File: src/rtl/adc_sdo_emu_pkg.sv
package adc_sdo_emu_pkg;

  typedef enum logic [1:0] {
    ST_IDLE = 2'd0,
    ST_LEAD = 2'd1,
    ST_SEND = 2'd2
  } frame_state_t;

  function automatic int max_of(input int a, input int b);
    return (a > b) ? a : b;
  endfunction

  function automatic int width_for(input int max_val);
    return (max_val < 2) ? 1 : $clog2(max_val + 1);
  endfunction

endpackage

File: src/rtl/adc_sdo_emu_edge.sv
module adc_sdo_emu_edge #(
  parameter int SYNC_STAGES = 2
) (
  input  logic clk,
  input  logic rst_n,
  input  logic sig_i,
  output logic rise_o
);

  logic [SYNC_STAGES-1:0] pipe_q;
  logic [SYNC_STAGES-1:0] pipe_d;
  logic                   last_q;

  always_comb begin
    pipe_d[0] = sig_i;
    for (int i = 1; i < SYNC_STAGES; i++) begin
      pipe_d[i] = pipe_q[i-1];
    end
  end

  always_ff @(posedge clk or negedge rst_n) begin
    if (!rst_n) begin
      pipe_q <= '0;
      last_q <= 1'b0;
    end else begin
      pipe_q <= pipe_d;
      last_q <= pipe_q[SYNC_STAGES-1];
    end
  end

  assign rise_o = pipe_q[SYNC_STAGES-1] & ~last_q;

endmodule

File: src/rtl/adc_sdo_emu_frame.sv
module adc_sdo_emu_frame
  import adc_sdo_emu_pkg::*;
#(
  parameter int DATA_W     = 14,
  parameter int LEAD_EDGES = 2
) (
  input  logic clk,
  input  logic rst_n,
  input  logic conv_rise_i,
  input  logic sclk_rise_i,
  output logic load_o,
  output logic step_o,
  output logic drive_o
);

  localparam int CNT_MAX = max_of(LEAD_EDGES, DATA_W - 1);
  localparam int CW      = width_for(CNT_MAX);
  localparam logic [CW-1:0] LEAD_LAST = CW'(LEAD_EDGES);
  localparam logic [CW-1:0] BIT_LAST  = CW'(DATA_W - 1);

  frame_state_t state_q, state_d;
  logic [CW-1:0] cnt_q, cnt_d;
  logic          cnt_en;

  always_comb begin
    state_d = state_q;
    cnt_d   = cnt_q;
    cnt_en  = 1'b0;
    load_o  = 1'b0;
    step_o  = 1'b0;
    if (conv_rise_i) begin
      state_d = ST_LEAD;
      cnt_d   = '0;
      cnt_en  = 1'b1;
      load_o  = 1'b1;
    end else if (sclk_rise_i) begin
      case (state_q)
        ST_LEAD: begin
          cnt_en = 1'b1;
          if (cnt_q == LEAD_LAST) begin
            state_d = ST_SEND;
            cnt_d   = '0;
          end else begin
            cnt_d = cnt_q + 1'b1;
          end
        end
        ST_SEND: begin
          if (cnt_q == BIT_LAST) begin
            state_d = ST_IDLE;
          end else begin
            cnt_en = 1'b1;
            cnt_d  = cnt_q + 1'b1;
            step_o = 1'b1;
          end
        end
        default: state_d = ST_IDLE;
      endcase
    end
  end

  always_ff @(posedge clk or negedge rst_n) begin
    if (!rst_n) begin
      state_q <= ST_IDLE;
    end else begin
      state_q <= state_d;
    end
  end

  always_ff @(posedge clk or negedge rst_n) begin
    if (!rst_n) begin
      cnt_q <= '0;
    end else if (cnt_en) begin
      cnt_q <= cnt_d;
    end
  end

  assign drive_o = (state_q == ST_SEND);

endmodule

File: src/rtl/adc_sdo_emu_shift.sv
module adc_sdo_emu_shift #(
  parameter int DATA_W = 14
) (
  input  logic              clk,
  input  logic              rst_n,
  input  logic              load_i,
  input  logic              step_i,
  input  logic [DATA_W-1:0] value_i,
  output logic              bit_o
);

  logic [DATA_W-1:0] sh_q, sh_d;
  logic              sh_en;

  always_comb begin
    sh_en = load_i | step_i;
    if (load_i) begin
      sh_d = value_i;
    end else begin
      sh_d = {sh_q[DATA_W-2:0], 1'b0};
    end
  end

  always_ff @(posedge clk or negedge rst_n) begin
    if (!rst_n) begin
      sh_q <= '0;
    end else if (sh_en) begin
      sh_q <= sh_d;
    end
  end

  assign bit_o = sh_q[DATA_W-1];

endmodule

File: src/rtl/adc_sdo_emu.sv
module adc_sdo_emu #(
  parameter int DATA_W      = 14,
  parameter int LEAD_EDGES  = 2,
  parameter int SYNC_STAGES = 2
) (
  input  logic              clk,
  input  logic              rst_n,
  input  logic              conv_i,
  input  logic              sclk_i,
  input  logic [DATA_W-1:0] sample_i,
  output logic              sdo_o,
  output logic              sdo_oe_o
);

  logic [1:0] rst_pipe_q;
  logic       rst_int_n;
  logic       conv_rise;
  logic       sclk_rise;
  logic       load;
  logic       step;
  logic       drive;
  logic       bit_now;

  always_ff @(posedge clk or negedge rst_n) begin
    if (!rst_n) begin
      rst_pipe_q <= 2'b00;
    end else begin
      rst_pipe_q <= {rst_pipe_q[0], 1'b1};
    end
  end

  assign rst_int_n = rst_pipe_q[1];

  adc_sdo_emu_edge #(.SYNC_STAGES(SYNC_STAGES)) u_conv_edge (
    .clk    (clk),
    .rst_n  (rst_int_n),
    .sig_i  (conv_i),
    .rise_o (conv_rise)
  );

  adc_sdo_emu_edge #(.SYNC_STAGES(SYNC_STAGES)) u_sclk_edge (
    .clk    (clk),
    .rst_n  (rst_int_n),
    .sig_i  (sclk_i),
    .rise_o (sclk_rise)
  );

  adc_sdo_emu_frame #(.DATA_W(DATA_W), .LEAD_EDGES(LEAD_EDGES)) u_frame (
    .clk         (clk),
    .rst_n       (rst_int_n),
    .conv_rise_i (conv_rise),
    .sclk_rise_i (sclk_rise),
    .load_o      (load),
    .step_o      (step),
    .drive_o     (drive)
  );

  adc_sdo_emu_shift #(.DATA_W(DATA_W)) u_shift (
    .clk     (clk),
    .rst_n   (rst_int_n),
    .load_i  (load),
    .step_i  (step),
    .value_i (sample_i),
    .bit_o   (bit_now)
  );

  assign sdo_oe_o = drive;
  assign sdo_o    = drive & bit_now;

endmodule

File: config.mk
export PLATFORM = sky130hd
export DESIGN_NAME = adc_sdo_emu
export DESIGN_NICKNAME = d
export VERILOG_FILES = /design/src/rtl/adc_sdo_emu_pkg.sv /design/src/rtl/adc_sdo_emu_edge.sv /design/src/rtl/adc_sdo_emu_frame.sv /design/src/rtl/adc_sdo_emu_shift.sv /design/src/rtl/adc_sdo_emu.sv
export SDC_FILE = /design/constraint.sdc
export NUM_CORES = 1
export LEC_CHECK = 0
export BUFFER_PORTS_ARGS = -buffer_cell sky130_fd_sc_hd__clkbuf_2
export CAP_MARGIN = 20
export CORE_ASPECT_RATIO = 0.9
export CORE_UTILIZATION = 40
export CTS_CLUSTER_DIAMETER = 100
export CTS_CLUSTER_SIZE = 12
export DETAILED_ROUTE_END_ITERATION = 6
export GPL_TIMING_DRIVEN = 0
export HOLD_SLACK_MARGIN = 0.1
export SYNTH_ARGS = -nofsm -noshare
export SYNTH_HDL_FRONTEND = slang
export SYNTH_SLANG_ARGS = --single-unit
File: constraint.sdc
create_clock -name clk -period 1.35 [get_ports clk]
set_clock_uncertainty 0.2 [all_clocks]
set_input_delay 0.0675 -clock clk [delete_from_list [all_inputs] [get_ports clk]]
set_output_delay 0.0675 -clock clk [all_outputs]
set_load 0.01 [all_outputs]
==> load_flow_metrics.sql, run 1 <==
INSERT INTO impl_metrics (metric_group, metric, value, unit) VALUES
('critical_path', 'critical_path.top_delay_family', 'simple AND/OR/NAND/NOR gates', ''),
('clock_network', 'cts-buffers-inserted', '3', ''),
('clock_network', 'cts_root_buffer', 'sky130_fd_sc_hd__clkbuf_4', ''),
('critical_path', 'critical_path_peak_fanout', '2', ''),
('floorplanning', 'initial_core_util', '41.8', '%'),
('detailed_routing', 'detailroute.wirelength.met2', '1390', 'um'),
('timing', 'min_period_over_period', '134', '%'),
('timing', 'finalSetupViolations', '22', ''),
('global_route', 'maximum_number_of_pins_on_one_net_before_global_route_repair', '27', ''),
('critical_path', 'cp_cell_sequence', 'inv_1 > ha_1 > or3b_4 > a221oi_4 > mux2i_1 > nor2_1', ''),
('detailed_routing', 'routed_metal_1_wire_length', '1300', 'um'),
('detailed_routing', 'dr.max_layer_used', 'met4', ''),
('clock_network', 'maximum_number_of_buffers_from_clock_root_to_sink', '2', ''),
('detailed_routing', 'wl_per_cell', '13.3', 'um'),
('yosys', 'synthesis.area', '0.00127', 'sq mm'),
('floorplanning', 'rows', '19', ''),
('timing', 'layout_setup_ws', '-0.464', 'ns'),
('critical_path', 'cp_data_required_time', '1.38', 'ns'),
('detailed_routing', 'routed-wl-met3', '92', 'um'),
('yosys', 'synth_nets', '137', ''),
('cells_and_area', 'area_growth', '54.4', '%'),
('critical_path', 'critPathMaxStageDelay', '0.42', 'ns'),
('critical_path', 'crit_path_top_delay_cell', 'sky130_fd_sc_hd__dfrtp_1', ''),
('timing', 'report.final.hold_viol_count', '0', ''),
('power', 'p_per_area', '1410', 'mW/mm^2'),
('yosys', 'muxShareOfSynthArea', '11.0', '%'),
('clock_network', 'skew_pair_late_insertion_delay', '0.32', 'ns'),
('yosys', 'synth_edf_count', '0', ''),
('placed_design', 'place_hpwl', '1640', 'um'),
('yosys', 'ys_warn_count', '0', ''),
('job', 'max_cap_violations', '0', ''),
('status', 'violations_in_the_final_reports', 'setup timing', ''),
('critical_path', 'worstPathArrival', '1.85', 'ns'),
('cells_and_area', 'commonest_non_fill_non_tap_cell_in_the_layout', 'sky130_fd_sc_hd__dfrtp_1', ''),
('detailed_routing', 'drc', '0', ''),
('global_route', 'globalRouteTotalUtil', '18.7', '%'),
('global_route', 'overflow', '0', ''),
('floorplanning', 'die_width', '61.5', 'um'),
('cells_and_area', 'nNetsFinal', '192', ''),
('detailed_routing', 'drt.antenna.violating_nets', '0', ''),
('timing', 'timing_max_transition_violations_final', '0', ''),
('yosys', 'synth_compound_gate_area_share', '12.0', '%'),
('detailed_routing', 'route.vias.total', '1017', ''),
('cells_and_area', 'layout_common_cells', 'sky130_fd_sc_hd__dfrtp_1 (27), sky130_fd_sc_hd__dlygate4sd3_1 (18), sky130_fd_sc_hd__clkbuf_2 (17), sky130_fd_sc_hd__mux2i_1 (14)', ''),
('floorplanning', 'die_height', '55.5', 'um'),
('yosys', 'yosysSeqAreaShare', '55.1', '%'),
('placed_design', 'globalplace.congestion', '0.755', ''),
('floorplanning', 'die-area', '0.00341', 'sq mm'),
('detailed_routing', 'viasPerCell', '4.84', ''),
('clock_network', 'cts.htree.levels', '1', ''),
('yosys', 'synth_top_family_by_area', 'simple AND/OR/NAND/NOR gates', ''),
('detailed_routing', 'detail_route.wirelength', '2790', 'um'),
('yosys', 'dominant_synthesized_flop_cell', 'sky130_fd_sc_hd__dfrtp_1', ''),
('global_route', 'antenna_violations_before_repair', '0', ''),
('yosys', 'syn-mean-instance-area', '11.2', 'sq um'),
('placed_design', 'placedCellCount', '175', ''),
('status', 'outcome', 'finished, violations left', ''),
('critical_path', 'worstPathBufferInverterCount', '1', ''),
('power', 'p_leak', '0.874', 'nW'),
('timing', 'fin_worst_hold_slack', '0.0739', 'ns'),
('timing', 'rsz0062_at_grt', 'yes', ''),
('critical_path', 'worst-setup-path-type', 'flip-flop to flip-flop', ''),
('floorplanning', 'placeableCoreArea', '0.00304', 'sq mm'),
('clock_network', 'tritoncts', 'yes', ''),
('yosys', 'netlist_top_cells_area', 'sky130_fd_sc_hd__dfrtp_1 (55%), sky130_fd_sc_hd__mux2i_1 (11%), sky130_fd_sc_hd__o21ai_0 (6.3%), sky130_fd_sc_hd__nand2_1 (5.0%), sky130_fd_sc_hd__ha_1 (4.9%)', ''),
('yosys', 'synth_area_leader_cell', 'sky130_fd_sc_hd__dfrtp_1', ''),
('placed_design', 'io_buffers', '19', ''),
('clock_network', 'clk_pin_slew', '0.15', 'ns'),
('cells_and_area', 'drive_gt1_share', '42.3', '%'),
('yosys', 'synth-simple-area-share', '13.0', '%'),
('global_route', 'grt_pass1_vias', '1060', '');
## path summary, 6_finish.rpt
path | from | slack (ns) | cells after the start | endpoint
worst max-delay path | u_frame.cnt_q[0]$_DFFE_PN0P_ | -0.46 | 6 | u_frame.state_q[1]$_DFFE_PN0P_
worst min-delay path | rst_pipe_q[1]$_DFF_PN0_ | 0.07 | 0 | u_conv_edge.last_q$_DFF_PN0_
worst max register to register | u_frame.cnt_q[0]$_DFFE_PN0P_ | -0.46 | 6 | u_frame.state_q[1]$_DFFE_PN0P_
worst min register to register | rst_pipe_q[1]$_DFF_PN0_ | 0.07 | 0 | u_conv_edge.last_q$_DFF_PN0_
max in group asynchronous | rst_n | 0.46 | 3 | rst_pipe_q[1]$_DFF_PN0_
min in group clk | u_conv_edge.pipe_q[0]$_DFF_PN0_ | 0.18 | 0 | u_conv_edge.pipe_q[1]$_DFF_PN0_
## where the power goes
part	switching, W	leakage (nW)	internal [W]
clock network	0.000245	0.0279	0.000300
registers	0.000163	0.349	0.00102
logic	0.000479	0.497	0.000568
## through the flow
stage	instance area [sq um]	worst slack, ns
2_1_floorplan	1320	-0.430
3_3_place_gp	1460	-0.524
3_5_place_dp	1460	-0.534
4_1_cts	1850	-0.474
5_1_grt	1960	-0.553
6_report	1960	-0.464
## worst reg2reg max path, stage by stage, from the launching register on
cell,delay (ns)
sky130_fd_sc_hd__dfrtp_1,0.42
sky130_fd_sc_hd__inv_1,0.06
sky130_fd_sc_hd__ha_1,0.12
sky130_fd_sc_hd__or3b_4,0.39
sky130_fd_sc_hd__a221oi_4,0.26
sky130_fd_sc_hd__mux2i_1,0.21
sky130_fd_sc_hd__nor2_1,0.05
## cell type report
| class | count | area, sq um |
|---|---|---|
| buffer | 4 | 46.3 |
| clock inverter | 1 | 30.0 |
| tap | 42 | 52.6 |
| multi-input combinational | 76 | 661 |
| fill | 269 | 1080 |
| clock buffer | 3 | 22.5 |
| inverter | 6 | 22.5 |
| sequential | 28 | 702 |
| timing repair buffer | 50 | 428 |
## synth_stat cells, drive strengths merged, types with 2 or more instances
cell type  count
buf            4
dfrtp         28
ha             5
inv            6
mux2i         14
nand2         17
nand2b         2
nand3          5
nor2           3
o21ai         17
## cell families (layout without fill, tap and decap cells)
family                   count (synthesis)  in the layout
AND/OR/NAND/NOR                         33             33
flip-flops                              28             28
AO/OA/AOI/OAI                           23             23
multiplexers                            14             14
buffers and inverters                   10             64
adder cells (fa/ha/maj)                  5              5
other                                    1              1
## registers in the layout, summed over array words and instances, names as in the netlist
| signal | flops |
|---|---|
| u_conv_edge.last_q | 1 |
| u_sclk_edge.last_q | 1 |
| u_shift.sh_q | 14 |
| u_conv_edge.pipe_q | 2 |
| u_sclk_edge.pipe_q | 2 |
| u_frame.state_q | 2 |
| rst_pipe_q | 2 |
| u_frame.cnt_q | 4 |
## what timing repair did
item	4_1_cts	5_1_grt
hold endpoints to repair	31	0
endpoints found under the setup margin	48	22
pin swaps	3	14
hold buffers	18	0
resized for setup	30	33
gates cloned	2	0
setup buffers	8	3
## routing by layer
metal,up-vias,track usage (%)
li1,507,-
met1,492,27.3
met2,16,28.7
met3,2,5.15
met4,0,2.54
met5,-,0
Power figures use the tool's default switching activity.
==> inputs of run 2 (changes only) <==
==> constraint.sdc (replaced) <==
create_clock -name clk -period 1.8 [get_ports clk]
set_clock_uncertainty 0.2 [all_clocks]
set_input_delay 0.09 -clock clk [delete_from_list [all_inputs] [get_ports clk]]
set_output_delay 0.09 -clock clk [all_outputs]
set_load 0.01 [all_outputs]
==> run 2 against run 1 <==
Effect of this change: the run still ends with setup timing left; register-to-register slack better by 0.40 ns; largest cell class unchanged; fmax decreased by 2.5%; largest power group unchanged; design area is 4.7% lower; critical path type unchanged; critical endpoint unchanged; critical path depth is the same.
==> load_flow_metrics.sql, run 2 (synthesis gave the netlist of run 1 again) <==
INSERT INTO impl_metrics (metric_group, metric, value, unit) VALUES
('global_route', 'maximum_number_of_pins_on_one_net_before_global_route_repair', '27', ''),
('status', 'outcome', 'finished, violations left', ''),
('clock_network', 'cts.htree.levels', '1', ''),
('cells_and_area', 'drive_gt1_share', '29.2', '%'),
('power', 'largest_vdd_supply_drop', '0.793', 'mV'),
('power', 'p_leak', '0.858', 'nW'),
('global_route', 'groute.layer.met1.usage', '22.1', '%'),
('detailed_routing', 'route.vias.total', '1000', ''),
('critical_path', 'timing.critical_path.to_type', 'flip-flop', ''),
('timing', 'finalCriticalPeriod', '1.86', 'ns'),
('critical_path', 'cp_data_required_time', '1.84', 'ns'),
('critical_path', 'setup.worst_path.start_class', 'flip-flop', ''),
('cells_and_area', 'regMostFlops', 'u_shift.sh_q', ''),
('cells_and_area', 'nNetsFinal', '195', ''),
('cells_and_area', 'reg_top3', 'u_shift.sh_q: 14 flops, u_frame.cnt_q: 4 flops', ''),
('job', 'max_cap_violations', '0', ''),
('critical_path', 'cp_cell_sequence', 'inv_1 > ha_1 > or3b_4 > a221oi_4 > mux2i_1 > nor2_1', ''),
('timing', 'report.final.hold_viol_count', '0', ''),
('detailed_routing', 'detail_route.wirelength', '2590', 'um'),
('floorplanning', 'placeableCoreArea', '0.00304', 'sq mm'),
('cells_and_area', 'layout_common_cells', 'sky130_fd_sc_hd__dfrtp_1 (28), sky130_fd_sc_hd__dlygate4sd3_1 (20), sky130_fd_sc_hd__clkbuf_2 (19), sky130_fd_sc_hd__nand2_1 (17)', ''),
('placed_design', 'placedCellCount', '175', ''),
('cells_and_area', 'commonest_non_fill_non_tap_cell_in_the_layout', 'sky130_fd_sc_hd__dfrtp_1', ''),
('power', 'internal-power', '0.00136', 'W'),
('critical_path', 'critPathMaxStageDelay', '0.43', 'ns'),
('global_route', 'grt_util_met3', '4.22', '%'),
('global_route', 'overflow', '0', ''),
('timing', 'layout_setup_ws', '-0.0598', 'ns'),
('power', 'p_seq_share', '43.6', '%'),
('global_route', 'antenna_violations_before_repair', '0', ''),
('detailed_routing', 'drt.antenna.violating_nets', '0', ''),
('placed_design', 'dp_slack', '-0.189', 'ns'),
('clock_network', 'cts_root_buffer', 'sky130_fd_sc_hd__clkbuf_4', ''),
('global_route', 'grt_pass1_vias', '972', ''),
('placed_design', 'io_buffers', '19', ''),
('critical_path', 'worst-setup-path-type', 'flip-flop to flip-flop', ''),
('status', 'violations_in_the_final_reports', 'setup timing', ''),
('floorplanning', 'rows', '19', ''),
('cells_and_area', 'multiInputGateArea', '577', 'sq um'),
('critical_path', 'worstPathArrival', '1.90', 'ns'),
('detailed_routing', 'drt_first_iter_violations', '18', ''),
('cells_and_area', 'post_layout_nonfiller_instances', '213', ''),
('detailed_routing', 'drc', '0', ''),
('placed_design', 'globalplace.congestion', '0.743', ''),
('critical_path', 'critical_path.top_delay_family', 'simple AND/OR/NAND/NOR gates', ''),
('global_route', 'globalRouteMet2Util', '25.8', '%'),
('timing', 'timing_max_transition_violations_final', '0', ''),
('clock_network', 'cts-buffers-inserted', '3', ''),
('clock_network', 'maximum_number_of_buffers_from_clock_root_to_sink', '2', ''),
('cells_and_area', 'area_growth', '47.1', '%'),
('worst_hold_path', 'holdCritPathClass', 'flip-flop to flip-flop', ''),
('detailed_routing', 'viasPerCell', '4.69', ''),
('cells_and_area', 'fillers', '272', ''),
('timing', 'rsz0062_at_grt', 'yes', ''),
('floorplanning', 'die_width', '61.5', 'um'),
('detailed_routing', 'wl_per_cell', '12.2', 'um'),
('timing', 'fmaxAchievable', '0.538', 'GHz'),
('power', 'p_switching', '0.000606', 'W'),
('cells_and_area', 'ff_latch_area', '701', 'sq um'),
('power', 'part_of_the_total_power_dissipated_in_combinational_logic', '35.4', '%'),
('timing', 'min_period_over_period', '103', '%'),
('clock_network', 'clkSinkCount', '28', ''),
('cells_and_area', 'max_ffs_per_register', '14', ''),
('global_route', 'gr-max-usage-layer', 'met2', ''),
('global_route', 'globalRouteTotalUtil', '16.1', '%'),
('timing', 'finalSetupViolations', '1', ''),
('cells_and_area', 'antennaDiodeCount', '0', ''),
('floorplanning', 'initial_core_util', '41.8', '%'),
('placed_design', 'postPlaceCellArea', '0.00142', 'sq mm'),
('power', 'power.total', '0.00196', 'W'),
('global_route', 'first_pass_grt_wire_length', '4170', 'um'),
('cells_and_area', 'design_area', '0.00187', 'sq mm'),
('clock_network', 'skew_pair_late_insertion_delay', '0.33', 'ns'),
('critical_path', 'critical_path_peak_fanout', '3', ''),
('placed_design', 'place_hpwl', '1610', 'um'),
('critical_path', 'worstPathBufferInverterCount', '1', ''),
('power', 'p_per_area', '1050', 'mW/mm^2'),
('power', 'p_clk_share', '21.0', '%'),
('clock_network', 'tritoncts', 'yes', ''),
('floorplanning', 'io_pins', '20', ''),
('clock_network', 'clk_pin_slew', '0.15', 'ns'),
('power', 'swShare', '30.9', '%'),
('critical_path', 'crit_path_top_delay_cell', 'sky130_fd_sc_hd__dfrtp_1', ''),
('floorplanning', 'die_height', '55.5', 'um'),
('floorplanning', 'die-area', '0.00341', 'sq mm'),
('detailed_routing', 'drt_pass1_iterations', '6', '');
==> run 2: changes by cell type in the layout (fill, tap and decap cells not counted), moves of 5 or more <==
cell	change
sky130_fd_sc_hd__nand2_1	+13
sky130_fd_sc_hd__o21ai_0	+13
sky130_fd_sc_hd__nand2_2	-11
sky130_fd_sc_hd__o21ai_1	-8
sky130_fd_sc_hd__buf_4	+5
sky130_fd_sc_hd__o21ai_2	-5
==> run 2: worst paths after layout <==
kind,end,depth (start not counted),slack [ns],start
min in group asynchronous,rst_pipe_q[0]$_DFF_PN0_,3,0.39,rst_n
worst max-delay path,u_frame.state_q[1]$_DFFE_PN0P_,6,-0.06,u_frame.cnt_q[0]$_DFFE_PN0P_
max in group asynchronous,u_shift.sh_q[4]$_DFFE_PN0P_,2,0.67,rst_pipe_q[1]$_DFF_PN0_
worst max register to register,u_frame.state_q[1]$_DFFE_PN0P_,6,-0.06,u_frame.cnt_q[0]$_DFFE_PN0P_
worst min register to register,u_sclk_edge.pipe_q[1]$_DFF_PN0_,0,0.17,u_sclk_edge.pipe_q[0]$_DFF_PN0_
worst min-delay path,u_sclk_edge.pipe_q[1]$_DFF_PN0_,0,0.17,u_sclk_edge.pipe_q[0]$_DFF_PN0_
==> run 2: power groups by stage <==
stage / Combinational [W] / Sequential, W / Clock (W)
2_1_floorplan: 0.000317 / 0.000849 / 0
3_5_place_dp: 0.000406 / 0.000880 / 0
5_1_grt: 0.000772 / 0.000873 / 0.000440
3_3_place_gp: 0.000390 / 0.000869 / 0
4_1_cts: 0.000616 / 0.000860 / 0.000426
6_report: 0.000695 / 0.000855 / 0.000412
==> run 2: layout make-up <==
class                      count  area share, %
buffer                         4           1.87
clock buffer                   3           1.20
clock inverter                 1           1.60
inverter                       6           1.20
multi-input combinational     76           30.8
sequential                    28           37.4
tap                           42           2.81
timing repair buffer          53           23.1
==> run 2: layer usage <==
layer,vias up,part of all wire (%)
met5,-,0
met4,0,1.1
met3,4,2.6
met2,18,47
met1,472,49
li1,506,-
==> run 2: stage by stage <==
stage	TNS, ns	hold WS [ns]	utilization [%]
detailed placement	-2.22	-0.322	46.7
floorplan	0	-0.406	-
finish	-0.0598	0.167	61.5
global placement	-1.75	-0.324	46.7
global route	-0.912	0.179	61.5
CTS	-0.134	0.170	57.9
==> run 2: repair_timing <==
action                                  4_1_cts  5_1_grt
gates cloned                                  0        2
pin swaps                                     5        2
hold buffers                                 18        2
hold endpoints to repair                     18        6
gates resized for setup                       8       11
endpoints found under the setup margin       18       19
setup buffers                                 8        3
